[src/rtl/jfx_pkg.sv]
package jfx_pkg;
  typedef enum logic [1:0] {
    ST_IDLE = 2'd0,
    ST_LOW  = 2'd1,
    ST_HIGH = 2'd2,
    ST_DONE = 2'd3
  } jfx_state_e;

  localparam int unsigned HDR_SLOTS  = 3;
  localparam int unsigned ACC_SLOTS  = 1;
  localparam int unsigned FOOT_SLOTS = 2;

  function automatic int unsigned jfx_slot_count(input int unsigned data_w);
    return HDR_SLOTS + ACC_SLOTS + data_w + FOOT_SLOTS;
  endfunction
endpackage

[src/rtl/jfx_tck_div.sv]
module jfx_tck_div #(
  parameter int unsigned DIV_W = 8
) (
  input  logic             clk,
  input  logic             rst_n,
  input  logic             run,
  input  logic [DIV_W-1:0] div,
  output logic             tck,
  output logic             rise_stb,
  output logic             fall_stb
);
  logic [DIV_W-1:0] cnt_q;
  logic             wrap;

  assign wrap     = (cnt_q == div);
  assign rise_stb = run && !tck && wrap;
  assign fall_stb = run && tck && wrap;

  always_ff @(posedge clk) begin
    if (!rst_n) begin
      cnt_q <= '0;
      tck   <= 1'b0;
    end else if (!run) begin
      cnt_q <= '0;
      tck   <= 1'b0;
    end else if (wrap) begin
      cnt_q <= '0;
      tck   <= ~tck;
    end else begin
      cnt_q <= cnt_q + 1'b1;
    end
  end


  tck_idle_low_chk: assert property (@(posedge clk) disable iff (!rst_n)
    !run |=> !tck);


  tck_hold_chk: assert property (@(posedge clk) disable iff (!rst_n)
    (run && $past(run) && tck != $past(tck)) |-> $past(cnt_q) == div);
endmodule

[src/rtl/jfx_tx_sel.sv]
module jfx_tx_sel #(
  parameter int unsigned DATA_W = 32,
  parameter int unsigned SLOT_W = 6
) (
  input  logic              active,
  input  logic [SLOT_W-1:0] slot,
  input  logic [DATA_W-1:0] word,
  output logic              tms,
  output logic              tdi
);
  localparam logic [SLOT_W-1:0] DLAST_S = SLOT_W'(3 + DATA_W);
  localparam logic [SLOT_W-1:0] FOOT0_S = SLOT_W'(4 + DATA_W);

  logic [DATA_W-1:0] bit_sel;

  for (genvar i = 0; i < DATA_W; i++) begin : g_sel
    assign bit_sel[i] = (slot == SLOT_W'(4 + i));
  end

  always_comb begin
    tms = active && ((slot == '0) || (slot == DLAST_S) || (slot == FOOT0_S));
    tdi = active && |(bit_sel & word);
  end
endmodule

[src/rtl/jfx_rx_capture.sv]
module jfx_rx_capture #(
  parameter int unsigned DATA_W = 32
) (
  input  logic              clk,
  input  logic              rst_n,
  input  logic              cap_acc,
  input  logic              cap_data,
  input  logic              tdo,
  output logic              pracc,
  output logic [DATA_W-1:0] word
);
  always_ff @(posedge clk) begin
    if (!rst_n) begin
      pracc <= 1'b0;
      word  <= '0;
    end else begin
      if (cap_acc)  pracc <= tdo;
      if (cap_data) word  <= {tdo, word[DATA_W-1:1]};
    end
  end


  acc_data_excl_chk: assert property (@(posedge clk) disable iff (!rst_n)
    !(cap_acc && cap_data));
endmodule

[src/rtl/jfx_fastdata_seq.sv]
module jfx_fastdata_seq
  import jfx_pkg::*;
#(
  parameter int unsigned DATA_W  = 32,
  parameter int unsigned DIV_W   = 8,
  parameter int unsigned RETRY_W = 4
) (
  input  logic               clk,
  input  logic               rst_n,
  input  logic               in_valid,
  output logic               in_ready,
  input  logic [DATA_W-1:0]  in_data,
  input  logic [DIV_W-1:0]   div_half,
  input  logic [RETRY_W-1:0] max_retries,
  output logic               out_valid,
  input  logic               out_ready,
  output logic [DATA_W-1:0]  out_data,
  output logic               out_pracc,
  output logic               out_err,
  output logic               jtag_tck,
  output logic               jtag_tms,
  output logic               jtag_tdi,
  input  logic               jtag_tdo
);
  localparam int unsigned NSLOT  = jfx_slot_count(DATA_W);
  localparam int unsigned SLOT_W = $clog2(NSLOT);
  localparam logic [SLOT_W-1:0] ACC_S   = SLOT_W'(HDR_SLOTS);
  localparam logic [SLOT_W-1:0] D0_S    = SLOT_W'(HDR_SLOTS + ACC_SLOTS);
  localparam logic [SLOT_W-1:0] DLAST_S = SLOT_W'(HDR_SLOTS + ACC_SLOTS + DATA_W - 1);
  localparam logic [SLOT_W-1:0] LAST_S  = SLOT_W'(NSLOT - 1);

  jfx_state_e         state_q;
  logic [SLOT_W-1:0]  slot_q;
  logic [DATA_W-1:0]  word_q;
  logic [DIV_W-1:0]   div_q;
  logic [RETRY_W-1:0] lim_q;
  logic [RETRY_W-1:0] tries_q;
  logic               err_q;
  logic               run;
  logic               rise_stb;
  logic               fall_stb;
  logic               cap_acc;
  logic               cap_data;
  logic               pracc;

  assign run       = (state_q == ST_LOW) || (state_q == ST_HIGH);
  assign in_ready  = (state_q == ST_IDLE);
  assign out_valid = (state_q == ST_DONE);
  assign out_err   = err_q;
  assign out_pracc = pracc;
  assign cap_acc   = rise_stb && (slot_q == ACC_S);
  assign cap_data  = rise_stb && (slot_q >= D0_S) && (slot_q <= DLAST_S);

  jfx_tck_div #(.DIV_W(DIV_W)) u_div (
    .clk      (clk),
    .rst_n    (rst_n),
    .run      (run),
    .div      (div_q),
    .tck      (jtag_tck),
    .rise_stb (rise_stb),
    .fall_stb (fall_stb)
  );

  jfx_tx_sel #(.DATA_W(DATA_W), .SLOT_W(SLOT_W)) u_tx (
    .active (run),
    .slot   (slot_q),
    .word   (word_q),
    .tms    (jtag_tms),
    .tdi    (jtag_tdi)
  );

  jfx_rx_capture #(.DATA_W(DATA_W)) u_rx (
    .clk      (clk),
    .rst_n    (rst_n),
    .cap_acc  (cap_acc),
    .cap_data (cap_data),
    .tdo      (jtag_tdo),
    .pracc    (pracc),
    .word     (out_data)
  );

  always_ff @(posedge clk) begin
    if (!rst_n) begin
      state_q <= ST_IDLE;
      slot_q  <= '0;
      word_q  <= '0;
      div_q   <= '0;
      lim_q   <= '0;
      tries_q <= '0;
      err_q   <= 1'b0;
    end else begin
      unique case (state_q)
        ST_IDLE: begin
          if (in_valid) begin
            word_q  <= in_data;
            div_q   <= div_half;
            lim_q   <= max_retries;
            tries_q <= '0;
            slot_q  <= '0;
            err_q   <= 1'b0;
            state_q <= ST_LOW;
          end
        end
        ST_LOW: begin
          if (rise_stb) state_q <= ST_HIGH;
        end
        ST_HIGH: begin
          if (fall_stb) begin
            if (slot_q == LAST_S) begin
              slot_q <= '0;
              if (pracc) begin
                state_q <= ST_DONE;
              end else if (tries_q == lim_q) begin
                err_q   <= 1'b1;
                state_q <= ST_DONE;
              end else begin
                tries_q <= tries_q + 1'b1;
                state_q <= ST_LOW;
              end
            end else begin
              slot_q  <= slot_q + 1'b1;
              state_q <= ST_LOW;
            end
          end
        end
        ST_DONE: begin
          if (out_ready) state_q <= ST_IDLE;
        end
        default: state_q <= ST_IDLE;
      endcase
    end
  end


  in_out_excl_chk: assert property (@(posedge clk) disable iff (!rst_n)
    !(in_ready && out_valid));


  out_hold_chk: assert property (@(posedge clk) disable iff (!rst_n)
    (out_valid && !out_ready) |=> (out_valid && $stable(out_data)
                                   && $stable(out_err) && $stable(out_pracc)));


  tms_edge_chk: assert property (@(posedge clk) disable iff (!rst_n)
    (jtag_tms != $past(jtag_tms) || jtag_tdi != $past(jtag_tdi)) |-> !jtag_tck);


  err_flag_chk: assert property (@(posedge clk) disable iff (!rst_n)
    (out_valid && out_err) |-> !out_pracc);


  done_tck_low_chk: assert property (@(posedge clk) disable iff (!rst_n)
    $rose(out_valid) |-> (!jtag_tck && !jtag_tms));


  tries_bound_chk: assert property (@(posedge clk) disable iff (!rst_n)
    tries_q <= lim_q);
endmodule

[config.mk]
export PLATFORM = sky130hd
export DESIGN_NAME = jfx_fastdata_seq
export DESIGN_NICKNAME = d
export VERILOG_FILES = /design/src/rtl/jfx_pkg.sv /design/src/rtl/jfx_tck_div.sv /design/src/rtl/jfx_tx_sel.sv /design/src/rtl/jfx_rx_capture.sv /design/src/rtl/jfx_fastdata_seq.sv
export SDC_FILE = /design/constraint.sdc
export NUM_CORES = 1
export LEC_CHECK = 0
export ABC_AREA = 1
export BUFFER_PORTS_ARGS = -buffer_cell sky130_fd_sc_hd__buf_2
export CORE_MARGIN = 5
export CORE_UTILIZATION = 50
export DETAILED_ROUTE_END_ITERATION = 8
export HOLD_SLACK_MARGIN = 0.05
export PLACE_DENSITY = 0.77
export SETUP_SLACK_MARGIN = 0.1
export SLEW_MARGIN = 25
export SYNTH_ARGS = -nofsm -noshare
export SYNTH_HDL_FRONTEND = slang
export SYNTH_HIERARCHICAL = 1
export SYNTH_SLANG_ARGS = --single-unit
export TNS_END_PERCENT = 20
[constraint.sdc]
create_clock -name clk -period 4.01 [get_ports clk]
set_input_delay 0.6015 -clock clk [delete_from_list [all_inputs] [get_ports clk]]
set_output_delay 0.6015 -clock clk [all_outputs]
set_load 0.02 [all_outputs]
==> metrics <==
status=finished, final reports clean; crit path DAT=3.02 ns; sequential element share of the synthesized area=0.405; die height=109 microns; vias per cell=4.67; Die X=109 microns; row count=36; first-pass GRT wire length=17.7 mm; Finish-stage setup viols=0; Num CTS Buffers=9; vias after detailed routing=4355; Critical Path Most Common Cell=nand2_1; final RePlAce weighted congestion=0.844; GRT met3 Usage=0.0397; total gr overflow=0; number of nets in the layout=856; busiest grt layer=met2; CP cell instances=inv_1 > ha_1 > inv_1 > nor3_1 > nand2_1 > nor2_4 > buf_4 > nand2_1 > nand2_1 > nor2_1; GR Layer Usage met2=0.330; fin crit share=0.692; Fmax=0.360 GHz; Mapped Nets=781; final-report hold violation count=0; Clock Latency Late Sink=0.35 ns; Slew @ Worst Pin=0.666 ns; CP max stage delay=0.54 ns; vias in the first global route=4208; initial antenna violation count=0; area delta synth->final=13.1%; RSZ-0062 raised after global routing=no; mean routed wirelength per cell=10.9 microns; Hold Crit Class=reg -> reg; antenna cell count=0; Hold Slack=0.463 ns; number of post-CTS setup repair buffers=0; Critical Path Start Type=flip-flop; Initial DRT Pass Iterations=4; GRT Total Usage=0.181; Max Cap Viol=0; CTS Root Cell=clkbuf_8; # IOs=88; cell area after synthesis=4890 sq um; post-synth cell types=32; CTS Sinks=99; setup_tns=0 ns; hold buffer count at cts=0; commonest non-fill, non-tap cells in the layout=188 x nor2_1, 163 x nand2_1, 99 x dfxtp_1; die area=11900 sq um; initial DRC count=181; starting density of the core=0.507; family with the most delay on the worst path=simple AND/OR/NAND/NOR gates; hpwl dp=7.64 mm; placed cells=919; max-slew violations=0; remaining antenna violation count after routing=0; IO Port Bufs=87; Syn Inst Count=722; Yosys reg bits=99; Clock Skews=0.00734 ns; kind of critical path=reg -> reg; CTS tree=yes; met1 Usage GRT=0.210; minimum clock period=2.78 ns; CTS Buffer Depth=2; Syn Area/Cell=6.77 sq um; placed cell area=5350 sq um; Max FO, Critical Path=35; final instance area=5530 sq um; Post-route DRC=0; Pwr Density=509 nW/um^2; Worst IR Drop VDD=0.000247 V; CP endpoint kind=flip-flop; Critical Path RT=4.26 ns; CTS clk-pin slew, worst paths=0.09 ns; Synth warnings=6; share of cells above drive strength 1=0.183; commonest non-fill, non-tap cell in the layout=nor2_1; Buf+Inv Stages, Crit Path=3; Clock H-tree levels=3; core box area=9640 sq um; slowest stage cell, crit path=nor2_4; # resized after CTS=0; Slew HR=0.555; Leak=2.53 nW; largest net degree at the start of global routing=50; Non-Filler Instances=933; drt total wl=10.1 mm
-- worst register-to-register path, stage by stage, from the launching register on --
cell and delay [ns]:
dfxtp_1 0.40, inv_1 0.12, ha_1 0.42, inv_1 0.09, nor3_1 0.35, nand2_1 0.15, nor2_4 0.54, buf_4 0.40
nand2_1 0.10, nand2_1 0.06, nor2_1 0.04
-- Yosys cell counts --
master / number / share of area
nor2_1: 189 / 0.15
nand2_1: 163 / 0.13
dfxtp_1: 99 / 0.41
inv_1: 74 / 0.057
o21ai_0: 46 / 0.047
nand3_1: 40 / 0.041
a21oi_1: 14 / 0.014
ha_1: 10 / 0.026
inv_2: 10 / 0.0077
buf_2: 9 / 0.0092
buf_6: 8 / 0.018
nor2_2: 7 / 0.0090
nor2_4: 7 / 0.016
clkbuf_1: 6 / 0.0046
xnor2_1: 5 / 0.0090
xor2_1: 5 / 0.0090
nand3_2: 4 / 0.0082
nand4_1: 4 / 0.0051
nor3_1: 4 / 0.0041
nand2_2: 3 / 0.0038
clkbuf_2: 2 / 0.0020
nand2_4: 2 / 0.0046
nand3_4: 2 / 0.0072
buf_4: 1 / 0.0015
inv_4: 1 / 0.0013
nand3b_1: 1 / 0.0015
nand4_4: 1 / 0.0043
nor2_8: 1 / 0.0041
nor3_4: 1 / 0.0033
o21ai_1: 1 / 0.0010
o21ai_4: 1 / 0.0033
or2_2: 1 / 0.0013
-- kinds of logic (layout without fill, tap and decap cells) --
kind of cell	after synthesis	count (layout)	share of synthesized area
AO/OA/AOI/OAI	62	62	0.0658
XOR/XNOR	10	10	0.0179
adder cells (fa/ha/maj)	10	10	0.0256
buffers and inverters	111	189	0.102
flip-flops	99	99	0.405
AND/OR/NAND/NOR	430	430	0.384
-- path summary, 6_finish.rpt --
kind / startpoint / endpoint / slack (ns) / cells past startpoint
max: state_q[0] / u_rx/word[6] / 1.23 / 10
min: out_err / out_err / 0.46 / 2
max reg2reg: state_q[0] / u_rx/word[6] / 1.23 / 10
min reg2reg: out_err / out_err / 0.46 / 2
-- cell type report --
type | instances | area (sq um)
fill | 943 | 4110
multi-input combinational | 512 | 2420
sequential | 99 | 1980
timing repair buffer | 90 | 458
inverter | 85 | 322
tap | 133 | 166
clock buffer | 11 | 141
clock inverter | 3 | 40.0
-- per-layer routing --
| layer | vias to the layer above | wire, microns |
|---|---|---|
| met4 | 0 | 89 |
| met5 | - | 0 |
| met2 | 66 | 5080 |
| li1 | 2346 | - |
| met3 | 6 | 451 |
| met1 | 1937 | 4530 |
-- flip-flops by register name, indices dropped and copies added, names as in the netlist --
name,count
lim_q,4
div_q,8
u_rx/word,32
u_div/tck,1
slot_q,6
out_err,1
word_q,32
state_q,2
u_rx/pracc,1
u_div/cnt_q,8
tries_q,4
-- stage by stage --
| step | total power [W] | util | setup slack, ns |
|---|---|---|---|
| after floorplan | 0.00202 | - | 2.02 |
| after global placement | 0.00220 | 0.555 | 1.44 |
| after detailed placement | 0.00224 | 0.555 | 1.24 |
| after CTS | 0.00286 | 0.573 | 1.22 |
| after global routing | 0.00304 | 0.573 | 0.972 |
| final | 0.00282 | 0.573 | 1.23 |
-- where the power goes --
group,switching (W),internal [W]
Sequential,0.000126,0.00113
Combinational,0.000626,0.000320
Clock,0.000312,0.000297
Total,0.00106,0.00175
Power figures use the tool's default switching activity.
